File: src/rtl/sec_unlock_pkg.sv
package sec_unlock_pkg;

  localparam int BYTE_W = 8;

  typedef enum logic [1:0] {
    OP_READ  = 2'd0,
    OP_CMP   = 2'd1,
    OP_SECWR = 2'd2,
    OP_OTHER = 2'd3
  } op_e;

  // True when moving from old_v to new_v sets no bit.
  function automatic logic only_clears(input logic [BYTE_W-1:0] old_v,
                                       input logic [BYTE_W-1:0] new_v);
    return (new_v & ~old_v) == '0;
  endfunction

  // Reference byte as seen by a reader.
  function automatic logic [BYTE_W-1:0] mask_ref(input logic [BYTE_W-1:0] v,
                                                 input logic open_v);
    return open_v ? v : '0;
  endfunction

endpackage

File: src/rtl/sec_cmp_timer.sv
module sec_cmp_timer #(
  parameter int CMP_CYCLES = 4
) (
  input  logic clk,
  input  logic rst_n,
  input  logic start_i,
  output logic busy_o,
  output logic done_o
);
  localparam int CW = $clog2(CMP_CYCLES + 1);
  localparam logic [CW-1:0] LOAD = CW'(CMP_CYCLES);

  logic [CW-1:0] cnt_q;

  always_ff @(posedge clk or negedge rst_n) begin
    if (!rst_n)                 cnt_q <= '0;
    else if (start_i && !busy_o) cnt_q <= LOAD;
    else if (cnt_q != '0)        cnt_q <= cnt_q - 1'b1;
  end

  assign busy_o = (cnt_q != '0);
  assign done_o = (cnt_q == CW'(1));

  // a running compare never ends before its last cycle
  p_busy_holds_r7: assert property (@(posedge clk) disable iff (!rst_n)
    (busy_o && !done_o) |=> busy_o);
  // busy falls right after the last cycle
  p_busy_ends_r7: assert property (@(posedge clk) disable iff (!rst_n)
    done_o |=> !busy_o);
endmodule

File: src/rtl/sec_store.sv
module sec_store
  import sec_unlock_pkg::*;
#(
  parameter int REF_BYTES = 3,
  parameter int CNT_BITS  = 3,
  parameter logic [REF_BYTES*8-1:0] INIT_REF = '0,
  parameter logic [CNT_BITS-1:0]    INIT_CNT = '1,
  localparam int SEL_W = $clog2(REF_BYTES + 1)
) (
  input  logic                     clk,
  input  logic                     rst_n,
  input  logic                     cmd_valid,
  input  logic [1:0]               cmd_op,
  input  logic [7:0]               cmd_addr,
  input  logic [7:0]               cmd_data,
  input  logic                     cmd_full,
  input  logic                     busy_i,
  input  logic                     granted_i,
  input  logic [SEL_W-1:0]         rd_addr,
  output logic [7:0]               rd_data,
  output logic [REF_BYTES*8-1:0]   ref_o,
  output logic                     cnt_arm_o,
  output logic                     locked_o
);
  logic [CNT_BITS-1:0] cnt_q;
  logic [7:0]          ref_q [REF_BYTES];
  logic                wr_acc;
  logic                cnt_wr;
  logic [7:0]          cnt_byte;

  assign cnt_byte = {{(8-CNT_BITS){1'b0}}, cnt_q};
  assign wr_acc   = cmd_valid && !busy_i && cmd_full && (op_e'(cmd_op) == OP_SECWR);
  assign cnt_wr   = wr_acc && (cmd_addr == 8'd0) &&
                    (granted_i || only_clears(cnt_byte, {{(8-CNT_BITS){1'b0}}, cmd_data[CNT_BITS-1:0]}));
  assign cnt_arm_o = cnt_wr && (cmd_data[CNT_BITS-1:0] != '0);
  assign locked_o  = !granted_i && (cnt_q == '0);

  always_ff @(posedge clk or negedge rst_n) begin
    if (!rst_n)      cnt_q <= INIT_CNT;
    else if (cnt_wr) cnt_q <= cmd_data[CNT_BITS-1:0];
  end

  for (genvar k = 0; k < REF_BYTES; k++) begin : g_ref
    logic wr_k;
    assign wr_k = wr_acc && granted_i && (cmd_addr == 8'(k + 1));
    always_ff @(posedge clk or negedge rst_n) begin
      if (!rst_n)    ref_q[k] <= INIT_REF[8*k +: 8];
      else if (wr_k) ref_q[k] <= cmd_data;
    end
    assign ref_o[8*k +: 8] = ref_q[k];
  end

  always_comb begin
    rd_data = '0;
    if (rd_addr == '0) rd_data = cnt_byte;
    for (int k = 0; k < REF_BYTES; k++)
      if (rd_addr == SEL_W'(k + 1)) rd_data = mask_ref(ref_q[k], granted_i);
  end

  // without access in the previous cycle the counter only loses bits
  p_cnt_no_set_r2: assert property (@(posedge clk) disable iff (!rst_n)
    !$past(granted_i) |-> ((cnt_q & ~$past(cnt_q)) == '0));
  // lockout holds once reached
  p_lock_holds_r6: assert property (@(posedge clk) disable iff (!rst_n)
    locked_o |=> locked_o);
  // reference bytes hidden without access
  p_mask_r9: assert property (@(posedge clk) disable iff (!rst_n)
    (!granted_i && rd_addr != '0) |-> (rd_data == 8'h00));
endmodule

File: src/rtl/sec_seq.sv
module sec_seq
  import sec_unlock_pkg::*;
#(
  parameter int REF_BYTES = 3,
  localparam int SEL_W = $clog2(REF_BYTES + 1)
) (
  input  logic                   clk,
  input  logic                   rst_n,
  input  logic                   cmd_valid,
  input  logic [1:0]             cmd_op,
  input  logic [7:0]             cmd_addr,
  input  logic [7:0]             cmd_data,
  input  logic                   cmd_full,
  input  logic                   busy_i,
  input  logic                   cmp_done_i,
  input  logic                   cnt_arm_i,
  input  logic                   locked_i,
  input  logic [REF_BYTES*8-1:0] ref_i,
  output logic                   cmp_start_o,
  output logic                   granted_o
);
  localparam logic [SEL_W-1:0] LAST = SEL_W'(REF_BYTES);

  logic [SEL_W-1:0] stage_q;
  logic             pend_ok_q, pend_last_q;
  logic             accept, cmp_ok;
  logic [7:0]       exp_byte;

  assign accept      = cmd_valid && !busy_i;
  assign cmp_start_o = accept && (op_e'(cmd_op) == OP_CMP);

  always_comb begin
    exp_byte = '0;
    for (int k = 1; k <= REF_BYTES; k++)
      if (stage_q == SEL_W'(k)) exp_byte = ref_i[8*(k-1) +: 8];
  end

  assign cmp_ok = cmd_full && !locked_i && (stage_q != '0) &&
                  (cmd_addr == 8'(stage_q)) && (cmd_data == exp_byte);

  always_ff @(posedge clk or negedge rst_n) begin
    if (!rst_n) begin
      stage_q     <= '0;
      pend_ok_q   <= 1'b0;
      pend_last_q <= 1'b0;
      granted_o   <= 1'b0;
    end else begin
      if (cmp_start_o) begin
        pend_ok_q   <= cmp_ok;
        pend_last_q <= (stage_q == LAST);
      end
      if (cmp_done_i) begin
        if (pend_ok_q && pend_last_q) begin
          granted_o <= 1'b1;
          stage_q   <= '0;
        end else if (pend_ok_q) begin
          stage_q <= stage_q + 1'b1;
        end else begin
          stage_q <= '0;
        end
      end else if (accept && !cmp_start_o) begin
        stage_q <= cnt_arm_i ? SEL_W'(1) : '0;
      end
    end
  end

  // access is sticky
  p_grant_sticky_r8: assert property (@(posedge clk) disable iff (!rst_n)
    granted_o |=> granted_o);
  // access only appears at the end of the last compare
  p_grant_at_last_r3: assert property (@(posedge clk) disable iff (!rst_n)
    $rose(granted_o) |-> $past(cmp_done_i && stage_q == LAST));
  // the stage never moves while a compare is running
  p_stage_frozen_r4: assert property (@(posedge clk) disable iff (!rst_n)
    (busy_i && !cmp_done_i) |=> $stable(stage_q));
endmodule

File: src/rtl/sec_unlock.sv
module sec_unlock
  import sec_unlock_pkg::*;
#(
  parameter int REF_BYTES  = 3,
  parameter int CNT_BITS   = 3,
  parameter int CMP_CYCLES = 4,
  parameter logic [REF_BYTES*8-1:0] INIT_REF = 24'hC35A17,
  parameter logic [CNT_BITS-1:0]    INIT_CNT = 3'b111,
  localparam int SEL_W = $clog2(REF_BYTES + 1)
) (
  input  logic             clk,
  input  logic             rst_n,
  input  logic             cmd_valid,
  input  logic [1:0]       cmd_op,
  input  logic [7:0]       cmd_addr,
  input  logic [7:0]       cmd_data,
  input  logic             cmd_full,
  input  logic [SEL_W-1:0] rd_addr,
  output logic [7:0]       rd_data,
  output logic             busy,
  output logic             access_granted,
  output logic             locked_out
);
  logic                   cmp_start, cmp_done, cnt_arm;
  logic [REF_BYTES*8-1:0] ref_w;

  sec_cmp_timer #(.CMP_CYCLES(CMP_CYCLES)) u_timer (
    .clk(clk), .rst_n(rst_n), .start_i(cmp_start),
    .busy_o(busy), .done_o(cmp_done)
  );

  sec_store #(
    .REF_BYTES(REF_BYTES), .CNT_BITS(CNT_BITS),
    .INIT_REF(INIT_REF), .INIT_CNT(INIT_CNT)
  ) u_store (
    .clk(clk), .rst_n(rst_n), .cmd_valid(cmd_valid), .cmd_op(cmd_op),
    .cmd_addr(cmd_addr), .cmd_data(cmd_data), .cmd_full(cmd_full),
    .busy_i(busy), .granted_i(access_granted), .rd_addr(rd_addr),
    .rd_data(rd_data), .ref_o(ref_w), .cnt_arm_o(cnt_arm), .locked_o(locked_out)
  );

  sec_seq #(.REF_BYTES(REF_BYTES)) u_seq (
    .clk(clk), .rst_n(rst_n), .cmd_valid(cmd_valid), .cmd_op(cmd_op),
    .cmd_addr(cmd_addr), .cmd_data(cmd_data), .cmd_full(cmd_full),
    .busy_i(busy), .cmp_done_i(cmp_done), .cnt_arm_i(cnt_arm),
    .locked_i(locked_out), .ref_i(ref_w), .cmp_start_o(cmp_start),
    .granted_o(access_granted)
  );

  // exhausted counter and access are exclusive at the ports
  p_locked_excl_r6: assert property (@(posedge clk) disable iff (!rst_n)
    locked_out |-> !access_granted);
endmodule

File: config.mk
export PLATFORM = sky130hd
export DESIGN_NAME = sec_unlock
export DESIGN_NICKNAME = d
export VERILOG_FILES = /design/src/rtl/sec_unlock_pkg.sv /design/src/rtl/sec_cmp_timer.sv /design/src/rtl/sec_store.sv /design/src/rtl/sec_seq.sv /design/src/rtl/sec_unlock.sv
export SDC_FILE = /design/constraint.sdc
export NUM_CORES = 1
export LEC_CHECK = 0
export ABC_AREA = 0
export BUFFER_PORTS_ARGS = -buffer_cell sky130_fd_sc_hd__buf_4
export CAP_MARGIN = 20
export CORE_ASPECT_RATIO = 1.75
export CORE_MARGIN = 1.5
export CORE_UTILIZATION = 23
export CTS_BUF_LIST = sky130_fd_sc_hd__clkbuf_4 sky130_fd_sc_hd__clkbuf_8
export CTS_CLUSTER_DIAMETER = 40
export CTS_CLUSTER_SIZE = 20
export DETAILED_ROUTE_END_ITERATION = 8
export GPL_ROUTABILITY_DRIVEN = 0
export PLACE_DENSITY_LB_ADDON = 0.1
export SLEW_MARGIN = 20
export SYNTH_ARGS = -nofsm -noshare
export SYNTH_HDL_FRONTEND = slang
export SYNTH_SLANG_ARGS = --single-unit
File: constraint.sdc
create_clock -name clk -period 2.5 [get_ports clk]
set_input_delay 0.125 -clock clk [delete_from_list [all_inputs] [get_ports clk]]
set_output_delay 0.125 -clock clk [all_outputs]
set_load 0.02 [all_outputs]
==> impl_metrics.yaml, run 1 <==
power:
  p_int_uw: 961
  max-vdd-ir-drop_v: 0.000242
  switching_power_uw: 392
  power_frac_seq_pct: 45.9
  total_power_uw: 1350
  clock_power_share_pct: 36.1
  power_density_nw_per_um2: 490
  switching_share_pct: 29.0
  p_leak_uw: 0.00120
  combPwrFrac_pct: 18.0
finish:
  num-fill-cells: 1041
  register_area_sq_um: 895
  fin_area_sq_um: 2760
  final_nets: 278
  final_layout_size_suffix_gt1_share_pct: 44.0
  multi_input_comb_area_sq_um: 1250
  area_growth_pct: 22.5
  n_antenna_cell: 0
clock_tree:
  numCtsBuffers: 5
  cts_tree: "yes"
  htree_levels: 2
  postCtsSetupBuffers: 0
  cts_resized: 0
  clock-sinks: 35
  clockBufferDepth: 2
  clk_latency_ns: 0.30
  root_buffer: "clkbuf_8"
  path_clk_slew_ns: 0.08
sta:
  rsz0062_at_grt: "no"
  setup_viol: 0
  slew_headroom_pct: 51.1
  hold_violations: 0
  slew_violations: 0
  setup_slack_ns: 0.216
  tns_ns: 0
  fin_skew_ns: 0.00473
  period_needed_ns: 2.28
  fin_crit_sh_pct: 91.3
  fmax_ghz: 0.438
  worstMarginPinSlew_ns: 0.727
worst_setup_path:
  path_class: "reg2reg"
  crit_path_max_fanout: 9
  cp-start-kind: "flip-flop"
  slowest_delay_ns: 0.44
  critPathBufInv: 1
  cp_top_family: "compound AO/OA/AOI/OAI gates"
  reg2regPathDepth: 7
  worstPathArrival_ns: 2.48
  slowest_stage: "dfrtp_1"
  crit_cells: 7
  crit_chain: "inv_1 -> ha_1 -> and2b_1 -> a221oi_1 -> a2111oi_2 -> a22oi_1 -> o31ai_2"
  required_ns: 2.70
  worstSetupEndpointType: "flip-flop"
grt:
  antenna_found_initial: 0
  track_usage_pct: 13.9
  grt_pass1_vias: 1885
  grt_pass1_wl_um: 10800
  grt_start_max_net_pins: 36
  grt_overflow_total: 0
placed_design:
  placed_area_sq_um: 2650
  numPortBuffers: 34
  preCtsSetupSlack_ns: 0.190
  hpwl_um: 5030
logic_synthesis:
  synth_top_area_cell: "dfrtp_1"
  synth.avg_cell_area_sq_um: 10.7
  ys.flop_type: "dfrtp_1"
  synth.ff_latch_count: 35
  synth_edf_count: 0
  post-synth-top-area-fraction_pct: 22.2
  syn_inst: 210
  synthDistinctLibCells: 52
  synth.most_common_cell: "mux2_2"
  syn_area_sq_um: 2260
  yosysWarnings: 0
  syn_nets: 241
  synth_top_cells_by_area: "dfrtp_1 22%, mux2_2 18%, dfstp_2 17%"
  seq_area_frac_synth_pct: 39.7
  synthTopCellsByCount: "36 x mux2_2, 20 x dfrtp_1, 15 x dfstp_2"
  async_flop_share_pct: 100
floorplan:
  die_area_sq_um: 10400
  io-pin-count: 35
  row_count: 47
  chipWidth_um: 77.9
  initial_utilization_pct: 23.7
  dieHeight_um: 134
  core-area_sq_um: 9530
detailed_routing:
  dr.pass1.iters: 6
  drtIter0Drc: 92
  drt_drc_violations_left: 0
  antenna_left: 0
  routed_via_density: 4.69
  vias: 1734
  wirelength_um: 6740
  wl_per_cell_um: 18.2
job:
  drv_cap: 0
status:
  status: "complete, no violations"
worst_hold_path:
  whs_path_depth: 2
  hp-class: "in2reg"
-- layer usage --
layer	global-route usage, %	vias to the layer above	wire [um]
met4	4.85	0	75
met3	2.31	5	181
met1	15.2	866	2700
met2	26.5	26	3780
li1	-	837	-
met5	0	-	0
-- metrics by stage --
step | util, % | hold slack [ns] | cells
after floorplan | - | -0.171 | 210
after global placement | 27.8 | 0.132 | 361
after detailed placement | 27.8 | 0.129 | 361
after CTS | 29.0 | 0.0927 | 370
after global routing | 29.0 | 0.0972 | 370
final | 29.0 | 0.0996 | 370
-- repair_timing --
action                                  CTS  global route
hold endpoints to repair                 20             0
hold buffers                              1             0
endpoints found under the setup margin    0             0
-- registers in the layout, indices dropped and copies added (netlist names) --
name	cells
u_seq.pend_last_q	1
u_seq.granted_o	1
u_store.ref_o	24
u_seq.pend_ok_q	1
u_timer.cnt_q	3
u_store.cnt_q	3
u_seq.stage_q	2
-- kinds of logic after synthesis --
group                      Yosys count  share of synthesized area, %
xor gates and xnor gates             8                          3.11
DFF                                 35                          39.7
AOI/OAI and AO/OA                   44                          15.3
buffers and inverters               26                          4.99
muxes                               38                          18.9
adders and majority gates            7                          3.88
and+or+nand+nor                     52                          14.2
-- power groups by stage --
stage / sequential (uW) / clock [uW] / combinational, uW
after detailed placement: 631 / 0 / 249
final: 621 / 488 / 243
after global routing: 626 / 530 / 277
after CTS: 622 / 514 / 250
after global placement: 631 / 0 / 248
after floorplan: 624 / 0 / 149
-- worst paths after layout --
kind	from	to	slack, ns
setup / recovery	u_seq.stage_q[0]$_DFFE_PN0P_	u_seq.pend_ok_q$_DFFE_PN0P_	0.22
hold / removal	cmd_data[4]	u_store.ref_o[20]$_DFFE_PN0P_	0.1
setup reg to reg	u_seq.stage_q[0]$_DFFE_PN0P_	u_seq.pend_ok_q$_DFFE_PN0P_	0.22
hold reg to reg	u_store.ref_o[5]$_DFFE_PN0P_	u_store.ref_o[5]$_DFFE_PN0P_	0.54
max in group asynchronous	rst_n	u_store.ref_o[2]$_DFFE_PN1P_	1.81
min in group asynchronous	rst_n	u_store.ref_o[3]$_DFFE_PN0P_	0.33
-- worst register-to-register path: cells and delay by family (launching register included) --
family,cells,cell delay [ns]
AO/OA/AOI/OAI,4,0.94
flip-flops,1,0.44
AND/OR/NAND/NOR,1,0.39
adder cells (fa/ha/maj),1,0.32
buffers and inverters,1,0.11
-- layout by cell type, fill, tap and decap left out, drive strengths merged, types with 7 or more instances in the layout --
cell type | synthesis | routed
a22oi | 7 | 7
nor2 | 9 | 9
clkbuf | 7 | 8
nor2b | 11 | 11
dfrtp | 20 | 20
dfstp | 15 | 15
nand2 | 13 | 13
mux2 | 36 | 36
buf | 3 | 39
inv | 16 | 16
ha | 7 | 7
-- final cells by class --
type,instances,share of cell area (%)
multi-input combinational,149,45.2
timing repair buffer,40,11.0
inverter,16,2.17
sequential,35,32.4
tap,122,5.53
clock buffer,8,3.76
Note: power is estimated with default switching activity, not from simulation.
==> run 2: changes to the inputs <==
==> constraint.sdc (replaced) <==
create_clock -name clk -period 2.9 [get_ports clk]
set_input_delay 0.145 -clock clk [delete_from_list [all_inputs] [get_ports clk]]
set_output_delay 0.145 -clock clk [all_outputs]
set_load 0.02 [all_outputs]
==> impl_metrics.yaml, run 2 (synthesis gave the netlist of run 1 again) <==
grt:
  track_usage_pct: 13.4
  grt_overflow_total: 0
  antenna_found_initial: 0
  grt_pass1_vias: 1801
  grt_start_max_net_pins: 36
  grt_pass1_wl_um: 10400
sta:
  rsz0062_at_grt: "no"
  hold_violations: 0
  fin_skew_ns: 0.00529
  fmax_ghz: 0.436
  setup_slack_ns: 0.605
  worstMarginPinSlew_ns: 0.749
  fin_crit_sh_pct: 79.1
  tns_ns: 0
  slew_headroom_pct: 49.9
  setup_viol: 0
  period_needed_ns: 2.29
  slew_violations: 0
worst_setup_path:
  crit_chain: "inv_1 -> ha_1 -> and2b_1 -> a221oi_1 -> mux2i_1 -> o2111ai_1 -> o31ai_2"
  cp_top_family: "compound AO/OA/AOI/OAI gates"
  worstPathArrival_ns: 2.51
  slowest_stage: "dfrtp_1"
  worstSetupEndpointType: "flip-flop"
  crit_path_max_fanout: 15
  cp-start-kind: "flip-flop"
  critPathBufInv: 1
  path_class: "reg2reg"
  slowest_delay_ns: 0.44
  required_ns: 3.12
placed_design:
  dp_cells: 357
  numPortBuffers: 34
  hpwl_um: 4920
  preCtsSetupSlack_ns: 0.576
finish:
  final_common_cell: "mux2_2"
  largest_register_ffs: 24
  finalNonFillerCells: 366
  n_antenna_cell: 0
  final_layout_size_suffix_gt1_share_pct: 43.0
  num-fill-cells: 1023
  final_nets: 274
  area_growth_pct: 21.1
  final_cell_mix: "36 x mux2_2, 35 x buf_4, 20 x dfrtp_1, 15 x dfstp_2, 14 x inv_1"
floorplan:
  die_area_sq_um: 10400
  core-area_sq_um: 9530
  dieHeight_um: 134
  initial_utilization_pct: 23.7
  io-pin-count: 35
  row_count: 47
  chipWidth_um: 77.9
clock_tree:
  clk_latency_ns: 0.30
  clockBufferDepth: 2
  htree_levels: 2
  clock-sinks: 35
  root_buffer: "clkbuf_8"
  cts_tree: "yes"
  cts_resized: 0
  path_clk_slew_ns: 0.08
  numCtsBuffers: 5
detailed_routing:
  routed_via_density: 4.74
  drt_drc_violations_left: 0
  dr.pass1.iters: 5
  vias: 1736
  drtIter0Drc: 49
  wirelength_um: 6660
  wl_per_cell_um: 18.2
  antenna_left: 0
status:
  status: "complete, no violations"
power:
  power_density_nw_per_um2: 425
  switching_power_uw: 335
  total_power_uw: 1160
  p_leak_uw: 0.00118
  switching_share_pct: 28.8
  p_int_uw: 828
  combPwrFrac_pct: 18.0
  power_frac_seq_pct: 46.0
  clock_power_share_pct: 36.0
  max-vdd-ir-drop_v: 0.000255
job:
  drv_cap: 0
worst_hold_path:
  hp-class: "in2reg"
==> run 2: per-stage QoR <==
step	util (%)	cell area, sq um	hold slack [ns]
after floorplan	-	2260	-0.151
after global placement	27.5	2620	0.153
after detailed placement	27.5	2620	0.151
after CTS	28.7	2730	0.105
after global routing	28.7	2730	0.119
final	28.7	2730	0.113
==> run 2: area by class of cell <==
cell class              count  area (sq um)  area share (%)
clock buffers               8           104            3.80
multi-input cells         149          1250            45.7
inverters                  16          60.1            2.20
repair buffers             36           273            9.98
well taps                 122           153            5.59
flip-flops and latches     35           895            32.7
==> run 2: routing by layer <==
layer	share of wire [%]	vias up	GRT usage, %
li1	-	838	-
met1	40	859	15.0
met2	55	32	24.6
met3	3.0	7	1.90
met4	1.7	0	5.76
met5	0	-	0
==> run 2: final timing paths <==
| path | startpoint | end | slack [ns] | depth (start not counted) |
|---|---|---|---|---|
| hold / removal | cmd_data[4] | u_store.ref_o[20]$_DFFE_PN0P_ | 0.11 | 2 |
| max in group asynchronous | rst_n | u_store.ref_o[12]$_DFFE_PN1P_ | 2.17 | 2 |
| setup reg to reg | u_seq.stage_q[0]$_DFFE_PN0P_ | u_seq.pend_ok_q$_DFFE_PN0P_ | 0.61 | 7 |
| hold reg to reg | u_timer.cnt_q[0]$_DFFE_PN0P_ | u_timer.cnt_q[0]$_DFFE_PN0P_ | 0.54 | 1 |
| setup / recovery | u_seq.stage_q[0]$_DFFE_PN0P_ | u_seq.pend_ok_q$_DFFE_PN0P_ | 0.61 | 7 |
| min in group asynchronous | rst_n | u_store.ref_o[3]$_DFFE_PN0P_ | 0.35 | 2 |
==> run 2: worst register-to-register path, delay by kind of cell, from the launching register on <==
| kind | cells | cell delay [ns] |
|---|---|---|
| AO/OA/AOI/OAI | 3 | 0.66 |
| AND/OR/NAND/NOR | 1 | 0.33 |
| multiplexers | 1 | 0.22 |
| adder cells (fa/ha/maj) | 1 | 0.45 |
| buffers and inverters | 1 | 0.13 |
| flip-flops | 1 | 0.44 |
==> run 2: power by group through the flow <==
stage	Combinational, uW	Clock [uW]	Sequential [uW]
2_1_floorplan	129	0	538
3_3_place_gp	211	0	544
3_5_place_dp	213	0	543
4_1_cts	215	437	535
5_1_grt	234	451	540
6_report	209	419	534
==> run 2: repair_timing <==
action | CTS | global route
buffers inserted | 0 | 0
hold buffers | 1 | 0
endpoints found under the hold margin | 20 | 0
